===== src/rtl/i2cm_pkg.sv =====
package i2cm_pkg;
  typedef enum logic [1:0] {
    OP_OPEN  = 2'd0,
    OP_WRITE = 2'd1,
    OP_READ  = 2'd2,
    OP_STOP  = 2'd3
  } op_e;

  typedef enum logic [2:0] {
    ST_IDLE, ST_WAIT, ST_START, ST_BITS, ST_STOP, ST_HOLD
  } st_e;
endpackage


===== src/rtl/i2cm_phase_div.sv =====
module i2cm_phase_div #(
  parameter int DIV_W = 8
) (
  input  logic             clk,
  input  logic             rst_n,
  input  logic             run,
  input  logic [DIV_W-1:0] div,
  output logic             tick
);
  logic [DIV_W-1:0] cnt;

  assign tick = run && (cnt == div);

  always_ff @(posedge clk) begin
    if (!rst_n)            cnt <= '0;
    else if (!run || tick) cnt <= '0;
    else                   cnt <= cnt + 1'b1;
  end
endmodule


===== src/rtl/i2cm_bus_mon.sv =====
module i2cm_bus_mon #(
  parameter int SYNC = 2
) (
  input  logic clk,
  input  logic rst_n,
  input  logic scl_i,
  input  logic sda_i,
  output logic sda_s,
  output logic busy
);
  logic [SYNC-1:0] scl_c, sda_c;
  logic scl_p, sda_p, scl_s, start_det, stop_det;

  assign scl_s = scl_c[SYNC-1];
  assign sda_s = sda_c[SYNC-1];
  assign start_det = scl_s && scl_p && sda_p && !sda_s;
  assign stop_det  = scl_s && scl_p && !sda_p && sda_s;

  always_ff @(posedge clk) begin
    if (!rst_n) begin
      scl_c <= '1;
      sda_c <= '1;
      scl_p <= 1'b1;
      sda_p <= 1'b1;
      busy  <= 1'b0;
    end else begin
      scl_c <= {scl_c[SYNC-2:0], scl_i};
      sda_c <= {sda_c[SYNC-2:0], sda_i};
      scl_p <= scl_s;
      sda_p <= sda_s;
      if (start_det)     busy <= 1'b1;
      else if (stop_det) busy <= 1'b0;
    end
  end

  // busy clears only on an observed STOP, and sets after an observed START
  assert_busy_clear_R2: assert property (@(posedge clk) disable iff (!rst_n)
    $fell(busy) |-> $past(stop_det));
  assert_busy_set_R2: assert property (@(posedge clk) disable iff (!rst_n)
    $past(start_det) |-> busy);
endmodule


===== src/rtl/i2cm_engine.sv =====
module i2cm_engine
  import i2cm_pkg::*;
(
  input  logic       clk,
  input  logic       rst_n,
  input  logic       tick,
  input  logic       bus_busy,
  input  logic       sda_s,
  input  logic       cmd_valid,
  input  logic [1:0] cmd_op,
  input  logic [7:0] cmd_data,
  input  logic       cmd_last,
  output logic       cmd_ready,
  output logic       run,
  output logic       scl_low,
  output logic       sda_low,
  output logic       done,
  output logic       nack,
  output logic       arb_lost,
  output logic [7:0] rd_data
);
  st_e        st;
  logic [1:0] ph;
  logic [3:0] bitn;
  logic [7:0] sh;
  logic       rx, last_q, is_addr, own, sda_q, ack_n, bit_low, accept;

  assign cmd_ready = (st == ST_IDLE) || (st == ST_HOLD);
  assign accept    = cmd_valid && cmd_ready;
  assign run       = (st == ST_START) || (st == ST_BITS) || (st == ST_STOP);

  always_comb begin
    if (!bitn[3]) bit_low = rx ? 1'b0 : ~sh[7];
    else          bit_low = rx ? ~last_q : 1'b0;
  end

  always_comb begin
    scl_low = 1'b0;
    sda_low = 1'b0;
    case (st)
      ST_START: begin
        case (ph)
          2'd0: scl_low = own;
          2'd1: ;
          2'd2: sda_low = 1'b1;
          default: begin scl_low = 1'b1; sda_low = 1'b1; end
        endcase
      end
      ST_BITS: begin
        scl_low = ~ph[1];
        sda_low = (ph == 2'd0) ? sda_q : bit_low;
      end
      ST_STOP: begin
        case (ph)
          2'd0: begin scl_low = 1'b1; sda_low = sda_q; end
          2'd1: begin scl_low = 1'b1; sda_low = 1'b1; end
          2'd2: sda_low = 1'b1;
          default: ;
        endcase
      end
      ST_HOLD: begin scl_low = 1'b1; sda_low = sda_q; end
      default: ;
    endcase
  end

  always_ff @(posedge clk) begin
    if (!rst_n) begin
      st <= ST_IDLE; ph <= '0; bitn <= '0; sh <= '0;
      rx <= 1'b0; last_q <= 1'b0; is_addr <= 1'b0; own <= 1'b0;
      sda_q <= 1'b0; ack_n <= 1'b0; done <= 1'b0; nack <= 1'b0;
      arb_lost <= 1'b0; rd_data <= '0;
    end else begin
      done  <= 1'b0;
      sda_q <= sda_low;
      if (accept) begin
        ph <= '0; bitn <= '0;
        case (cmd_op)
          OP_OPEN: begin
            sh <= cmd_data; rx <= 1'b0; is_addr <= 1'b1;
            nack <= 1'b0; arb_lost <= 1'b0;
            st <= (st == ST_HOLD) ? ST_START : ST_WAIT;
          end
          OP_WRITE, OP_READ: begin
            if (st == ST_HOLD) begin
              st <= ST_BITS; sh <= cmd_data; is_addr <= 1'b0; nack <= 1'b0;
              rx <= (cmd_op == OP_READ); last_q <= cmd_last;
            end else done <= 1'b1;
          end
          default: begin
            if (st == ST_HOLD) st <= ST_STOP;
            else done <= 1'b1;
          end
        endcase
      end else begin
        case (st)
          ST_WAIT: if (!bus_busy) begin st <= ST_START; ph <= '0; end
          ST_START: if (tick) begin
            if (ph == 2'd3) begin st <= ST_BITS; ph <= '0; bitn <= '0; own <= 1'b1; end
            else ph <= ph + 2'd1;
          end
          ST_BITS: if (tick) begin
            ph <= ph + 2'd1;
            if (ph == 2'd2) begin
              if (!bitn[3]) begin
                if (!rx && sh[7] && !sda_s) begin
                  st <= ST_IDLE; own <= 1'b0; arb_lost <= 1'b1; done <= 1'b1; ph <= '0;
                end
                if (rx) sh <= {sh[6:0], sda_s};
              end else if (!rx) ack_n <= sda_s;
            end
            if (ph == 2'd3) begin
              if (!bitn[3]) begin
                if (!rx) sh <= {sh[6:0], 1'b0};
                bitn <= bitn + 4'd1;
              end else if (is_addr && ack_n) begin
                st <= ST_STOP; nack <= 1'b1;
              end else begin
                st <= ST_HOLD; done <= 1'b1; nack <= !rx && ack_n;
                if (rx) rd_data <= sh;
              end
            end
          end
          ST_STOP: if (tick) begin
            if (ph == 2'd3) begin st <= ST_IDLE; own <= 1'b0; done <= 1'b1; ph <= '0; end
            else ph <= ph + 2'd1;
          end
          default: ;
        endcase
      end
    end
  end

  // a START phase is entered from waiting only when the bus was free
  assert_hold_off_R7: assert property (@(posedge clk) disable iff (!rst_n)
    (st == ST_START && $past(st) == ST_WAIT) |-> !$past(bus_busy));
  // on arbitration loss both lines are already released
  assert_arb_release_R8: assert property (@(posedge clk) disable iff (!rst_n)
    $rose(arb_lost) |-> (!scl_low && !sda_low));
  // inside a byte SDA moves only while SCL is held low
  assert_sda_scl_low_R10: assert property (@(posedge clk) disable iff (!rst_n)
    (st == ST_BITS && $past(st) == ST_BITS && sda_low != $past(sda_low))
      |-> (scl_low && $past(scl_low)));
  // an automatic STOP after a byte always carries the NACK status
  assert_nack_stop_R6: assert property (@(posedge clk) disable iff (!rst_n)
    (st == ST_STOP && $past(st) == ST_BITS) |-> nack);
endmodule


===== src/rtl/i2c_mm_ctrl.sv =====
module i2c_mm_ctrl #(
  parameter int DIV_W = 8,
  parameter int SYNC  = 2
) (
  input  logic             clk,
  input  logic             rst_n,
  input  logic [DIV_W-1:0] clk_div,
  input  logic             cmd_valid,
  output logic             cmd_ready,
  input  logic [1:0]       cmd_op,
  input  logic [7:0]       cmd_data,
  input  logic             cmd_last,
  output logic             done,
  output logic [7:0]       rd_data,
  output logic             nack,
  output logic             arb_lost,
  output logic             bus_busy,
  input  logic             scl_i,
  output logic             scl_oe,
  input  logic             sda_i,
  output logic             sda_oe
);
  logic tick, run, sda_s;

  i2cm_phase_div #(.DIV_W(DIV_W)) u_div (
    .clk(clk), .rst_n(rst_n), .run(run), .div(clk_div), .tick(tick)
  );

  i2cm_bus_mon #(.SYNC(SYNC)) u_mon (
    .clk(clk), .rst_n(rst_n), .scl_i(scl_i), .sda_i(sda_i),
    .sda_s(sda_s), .busy(bus_busy)
  );

  i2cm_engine u_eng (
    .clk(clk), .rst_n(rst_n), .tick(tick), .bus_busy(bus_busy), .sda_s(sda_s),
    .cmd_valid(cmd_valid), .cmd_op(cmd_op), .cmd_data(cmd_data), .cmd_last(cmd_last),
    .cmd_ready(cmd_ready), .run(run), .scl_low(scl_oe), .sda_low(sda_oe),
    .done(done), .nack(nack), .arb_lost(arb_lost), .rd_data(rd_data)
  );
endmodule


===== config.mk =====
export PLATFORM = sky130hd
export DESIGN_NAME = i2c_mm_ctrl
export DESIGN_NICKNAME = d
export VERILOG_FILES = /design/src/rtl/i2cm_pkg.sv /design/src/rtl/i2cm_phase_div.sv /design/src/rtl/i2cm_bus_mon.sv /design/src/rtl/i2cm_engine.sv /design/src/rtl/i2c_mm_ctrl.sv
export SDC_FILE = /design/constraint.sdc
export NUM_CORES = 1
export LEC_CHECK = 0
export BUFFER_PORTS_ARGS = -buffer_cell sky130_fd_sc_hd__buf_2
export CELL_PAD_IN_SITES_DETAIL_PLACEMENT = 0
export CELL_PAD_IN_SITES_GLOBAL_PLACEMENT = 1
export CORE_ASPECT_RATIO = 1.75
export CORE_MARGIN = 10
export CORE_UTILIZATION = 39
export CTS_CLUSTER_DIAMETER = 150
export DETAILED_ROUTE_END_ITERATION = 8
export HOLD_SLACK_MARGIN = 0.02
export PLACE_DENSITY_LB_ADDON = 0.25
export SYNTH_ARGS = -nofsm -noshare
export SYNTH_HDL_FRONTEND = slang
export SYNTH_HIERARCHICAL = 1
export SYNTH_SLANG_ARGS = --single-unit

===== constraint.sdc =====
create_clock -name clk -period 2.35 [get_ports clk]
set_input_delay 0.235 -clock clk [delete_from_list [all_inputs] [get_ports clk]]
set_output_delay 0.235 -clock clk [all_outputs]
set_load 0.02 [all_outputs]

* Word-level counts from Yosys, hierarchy flattened
Cells that the tools add are included.
Widths: inputs -> output; s select.
** Word-level totals
- Output and inout bits :: 15
- Flip-flop bits (word level) :: 49
- Bits of input ports :: 24
** Operators by class
- Mux-type cells :: 95
- Bitwise operators :: 7
- Add/subtract/negate cells :: 3
- Reductions and logical operators :: 52
- Equality and inequality tests :: 34
** Operators with widths (count)
- $mux 8 :: 10
- $mux 1 :: 44
- $mux 3 :: 14
- $ne 2x2->1 const B :: 12
- $reduce_and 6->1 :: 4
- $mux 4 :: 5
- $ne 3x2->1 const B :: 6
- $reduce_bool 2->1 :: 9
- $mux 2 :: 8
- $pmux 8 s2 :: 1
- $pmux 1 s2 :: 6
- $pmux 3 s4 :: 1
- $reduce_or 2->1 :: 6
- $logic_and 1x1->1 :: 11
- $reduce_and 10->1 :: 1
- $ne 3x3->1 const B :: 3
- $reduce_and 9->1 :: 1
- $add 8x1->8 const B :: 1
- $eq 8x8->1 :: 1
- $pmux 1 s4 :: 2
- $pmux 4 s2 :: 1
- $reduce_and 4->1 :: 2
- $not 1->1 :: 7
- $reduce_and 7->1 :: 1
- 19 further kinds :: 34

* Longest topological paths before layout
- Depth in word-level cells :: 12
- Gate-level depth with buffers :: 11
- Depth with buffers taken out :: 8

* By module
Netlist, hierarchy kept.
** By module, submodules not included
- i2cm_engine :: area each 2018.2 um2, times used 1, seq. area each 680.7 um2, cells each 232
- i2cm_phase_div :: area each 466.7 um2, times used 1, seq. area each 160.2 um2, cells each 45
- i2cm_bus_mon :: area each 209.0 um2, times used 1, seq. area each 140.1 um2, cells each 19

* Worst setup path before layout
No wires, ideal clock.
- Kind :: register to register
- Start point :: reg u_div.cnt[6]
- End point :: reg u_eng.rd_data[0]
- Clock period less this slack :: 2388 ps
- Cell stages (with the launch flop) :: 10
- Data arrival time :: 2272 ps
- Setup time :: 116 ps
- Buffers on the path :: 1
- Setup slack :: -38 ps
- Cell sequence :: dfxtp_1 > xor2_1 > nor4_4 > and3_1 > and4b_1 > and3_1 > and3_1 > buf_2 > mux2i_1 > nor2b_1
** On the way
- Word-level cells in the longest chain between the ends :: 3
** Ends and longest elaborated chain
- from (decl) :: RTL line i2cm_phase_div.sv:10 : logic [DIV_W-1:0] cnt;
- from (signal assigned) :: RTL line i2cm_phase_div.sv:17 : else cnt <= cnt + 1'b1;
- $eq 8x8->1 :: RTL line i2cm_phase_div.sv:12 : assign tick = run && (cnt == div);
- $logic_and 1x1->1 :: RTL line i2cm_phase_div.sv:12
- named net tick :: RTL line i2c_mm_ctrl.sv:23 : logic tick, run, sda_s;
- $reduce_and 7->1 (no source line)
- to (signal assigned) :: RTL line i2cm_engine.sv:119 : if (rx) rd_data <= sh;
- to (decl) :: RTL line i2cm_engine.sv:20 : output logic [7:0] rd_data
The timed path passes the listed nets, and every way through them passes these cells.
A chain may end at the register's enable or synchronous reset.

* Final worst setup path
- Start point :: reg u_div.cnt[0]
- End point :: reg u_eng.rd_data[6]
Same word-level chain as after synthesis.

==> impl_metrics.yaml <==
run_status:
  outcome: "completed"
cts:
  htreeDepth: 2
  cts_buffers: 5
  clock_sinks: 49
  clockBufferDepth: 2
  path_clk_slew_ns: 0.06
  tritoncts: "yes"
  worstSkewPairLatency_ns: 0.29
  cts_root_buf: "clkbuf_16"
worst_setup_path:
  crit_start: "u_div/cnt[0]"
  ff2ff_path_depth: 9
  reg2reg_from: "u_div/cnt[0]"
  r2r_setup_slack_ns: 0.17
  crit_arrival_ns: 2.36
  end_kind: "flop"
  r2r-end: "u_eng/rd_data[6]"
  start_kind: "flop"
  crit_path_end: "u_eng/rd_data[6]"
  crit_type: "flop to flop"
  path_max_fanout: 8
  crit_required_ns: 2.53
power:
  p_int_w: 0.001627
  share_seq_of_total_power_pct: 38.2
  powerDensity_nw_per_um2: 722.3
  ir_worst_vdd_mv: 0.3475
  switching_share_pct: 30.68
  power_frac_comb_pct: 28.0
  power.leakage_nw: 1.359
  power_frac_clock_pct: 33.9
  power_switching_w: 0.0007199
global_routing:
  grt.total_usage_pct: 13.04
  grt_overflow_total: 0
  grt_pass1_wl_um: 11710
  grt_pass1_vias: 2470
  grt_antenna_before_repair: 0
  grt_max_degree: 19
floorplanning:
  die_y_um: 129.9
  core_area_sq_um: 6807
  initial_utilization_pct: 39.58
  die_x_um: 82.83
  num_rows: 40
  io_pins: 39
  die-area_sq_um: 10760
routing:
  drtPass1Iterations: 4
  drt_iter0_markers: 152
  dr_total_vias: 2342
  drc: 0
  routedWlPerCell_um: 16.15
  ant_nets: 0
  drt_wl_total_um: 6995
  vias_per_cell: 5.409
synthesis:
  syn-num-nets: 329
  seq_area_frac_synth_pct: 36.41
  yosys.area.top_type: "dfxtp_1"
  async_flop_share_pct: 0
  yosys_register_bits: 49
  ys_types: 63
  synth_flop_cell: "dfxtp_1"
  syn_area_sq_um: 2694
  synth_warnings: 6
  synthTopCellsByCount: "dfxtp_1 (49), nand2_1 (26), mux2i_1 (17), nor2_1 (17), nor2b_1 (17)"
  syn_avg_cell_area_sq_um: 9.101
  yosysMostFrequentCell: "dfxtp_1"
  synthCells: 296
  synth-edff-count: 0
  synth_top_area_share_pct: 36.41
  synth_area_leaders: "dfxtp_1 (36%), mux2i_1 (6.3%), ha_1 (4.2%)"
sta:
  worst_pin_slew_ns: 0.4493
  setup_tns_ns: 0
  final-setup-viol-count: 0
  period_needed_ns: 2.181
  final.period_utilization_pct: 92.79
  relSlewSlack_pct: 69.94
  slew_viol_final: 0
  timing.fmax_mhz: 458.6
  skew_ns: 0.002282
  final_hold_viol_count: 0
  rsz0062_at_grt: "false"
placement:
  hpwlAfterDp_um: 5429
  numPortBuffers: 38
  place.gp.congestion: 0.9016
run:
  cap_violations: 0
layout:
  drive_gt1_share_pct: 23.78
  finalNetCount: 382
  num_antenna_cells: 0
  finish.utilization_pct: 47.74
  syn_to_final_growth_pct: 20.62
hold_path:
  hold_path_class: "primary input to flop"
-- worst max-delay path: stages, from the launching register on --
cell and delay (ns):
dfxtp_1 0.32, xor2_1 0.18, nor4_4 0.31, and3_4 0.27
and4b_1 0.22, and3_1 0.17, and3_1 0.21, buf_12 0.15
mux2i_1 0.19, nor2b_1 0.06
-- per-layer routing --
layer	track usage, %	vias up	part of all wire [%]
met1	13.11	1116	40
met5	0	-	0
met2	25.14	43	55
met3	2.682	10	2.7
li1	-	1173	-
met4	5.634	0	2.1
-- logic make-up after synthesis --
logic type,count (synthesis),share of synthesized area [%]
AND/OR/NAND/NOR,117,25.78
flip-flops,49,36.41
AO/OA/AOI/OAI,71,19.32
buffers and inverters,20,3.669
multiplexers,18,6.735
XOR/XNOR,12,3.902
adder cells (fa/ha/maj),9,4.180
-- worst min path at each step --
| stage | endpoint | slack, ns | cells after the start | from |
|---|---|---|---|---|
| after floorplan | u_mon/scl_c[0] | 0.31 | 1 | rst_n |
| after global placement | u_mon/scl_c[1] | 0.39 | 1 | u_mon/scl_c[0] |
| after detailed placement | u_mon/scl_c[1] | 0.40 | 1 | u_mon/scl_c[0] |
| after CTS | u_mon/scl_c[0] | 0.12 | 2 | scl_i |
| after global routing | u_mon/sda_c[0] | 0.13 | 2 | sda_i |
| final | u_mon/scl_c[0] | 0.13 | 2 | scl_i |
-- stage by stage --
stage	instances	total power, W	worst slack, ns	instance area, sq um	hold WS [ns]
final	433	0.002347	0.1693	3249	0.1279
after global placement	426	0.001564	0.1676	3088	0.3924
after CTS	433	0.002374	0.1432	3248	0.1211
after global routing	433	0.002469	0.01829	3249	0.1302
after detailed placement	426	0.001566	0.1471	3088	0.3957
after floorplan	296	0.001355	0.01410	2701	0.3080
-- flip-flops by register name (all words and copies together) (netlist names), 2 cells and up --
signal,cells
u_eng/sh,8
u_mon/scl_c,2
u_div/cnt,8
u_eng/rd_data,8
u_mon/sda_c,2
u_eng/ph,2
u_eng/bitn,4
u_eng/st,3
-- layout by cell type, fill, tap and decap left out, drive strengths merged, types with 3 or more instances in the layout --
| cell type | instances |
|---|---|
| mux2i | 17 |
| a221oi | 5 |
| or3 | 4 |
| nand2b | 12 |
| clkbuf | 5 |
| buf | 58 |
| a21oi | 15 |
| xor2 | 11 |
| o21ai | 12 |
| nor2b | 18 |
| nand3 | 8 |
| nor2 | 17 |
| inv | 8 |
| nand4b | 3 |
| nor4 | 4 |
| a22oi | 3 |
| dfxtp | 49 |
| ha | 9 |
| o211a | 4 |
| and3 | 4 |
| a22o | 7 |
| a211oi | 6 |
| nand2 | 27 |
| nor3 | 6 |
-- final cells by class --
cell class / instances / area [sq um]
sequential: 49 / 982.2
clock inverter: 2 / 35.03
clock buffer: 5 / 125.1
inverter: 8 / 30.03
fill: 706 / 3557
tap: 84 / 105.1
timing repair buffer: 58 / 352.8
multi-input combinational: 227 / 1619
-- power groups by stage --
stage	registers [W]	logic [W]	clock network (W)
after global routing	0.000901	0.000713	0.000854
after CTS	0.000896	0.000655	0.000823
after global placement	0.000913	0.000651	0
after detailed placement	0.000914	0.000652	0
after floorplan	0.000923	0.000432	0
final	0.000895	0.000656	0.000795
-- what timing repair did --
action,in CTS,in global routing
hold endpoints to repair,0,0
gates resized for setup,0,1
buffers inserted,0,0
hold buffers,0,0
endpoints found under the setup margin,0,4
No activity file was read; power rests on OpenSTA's default activity.
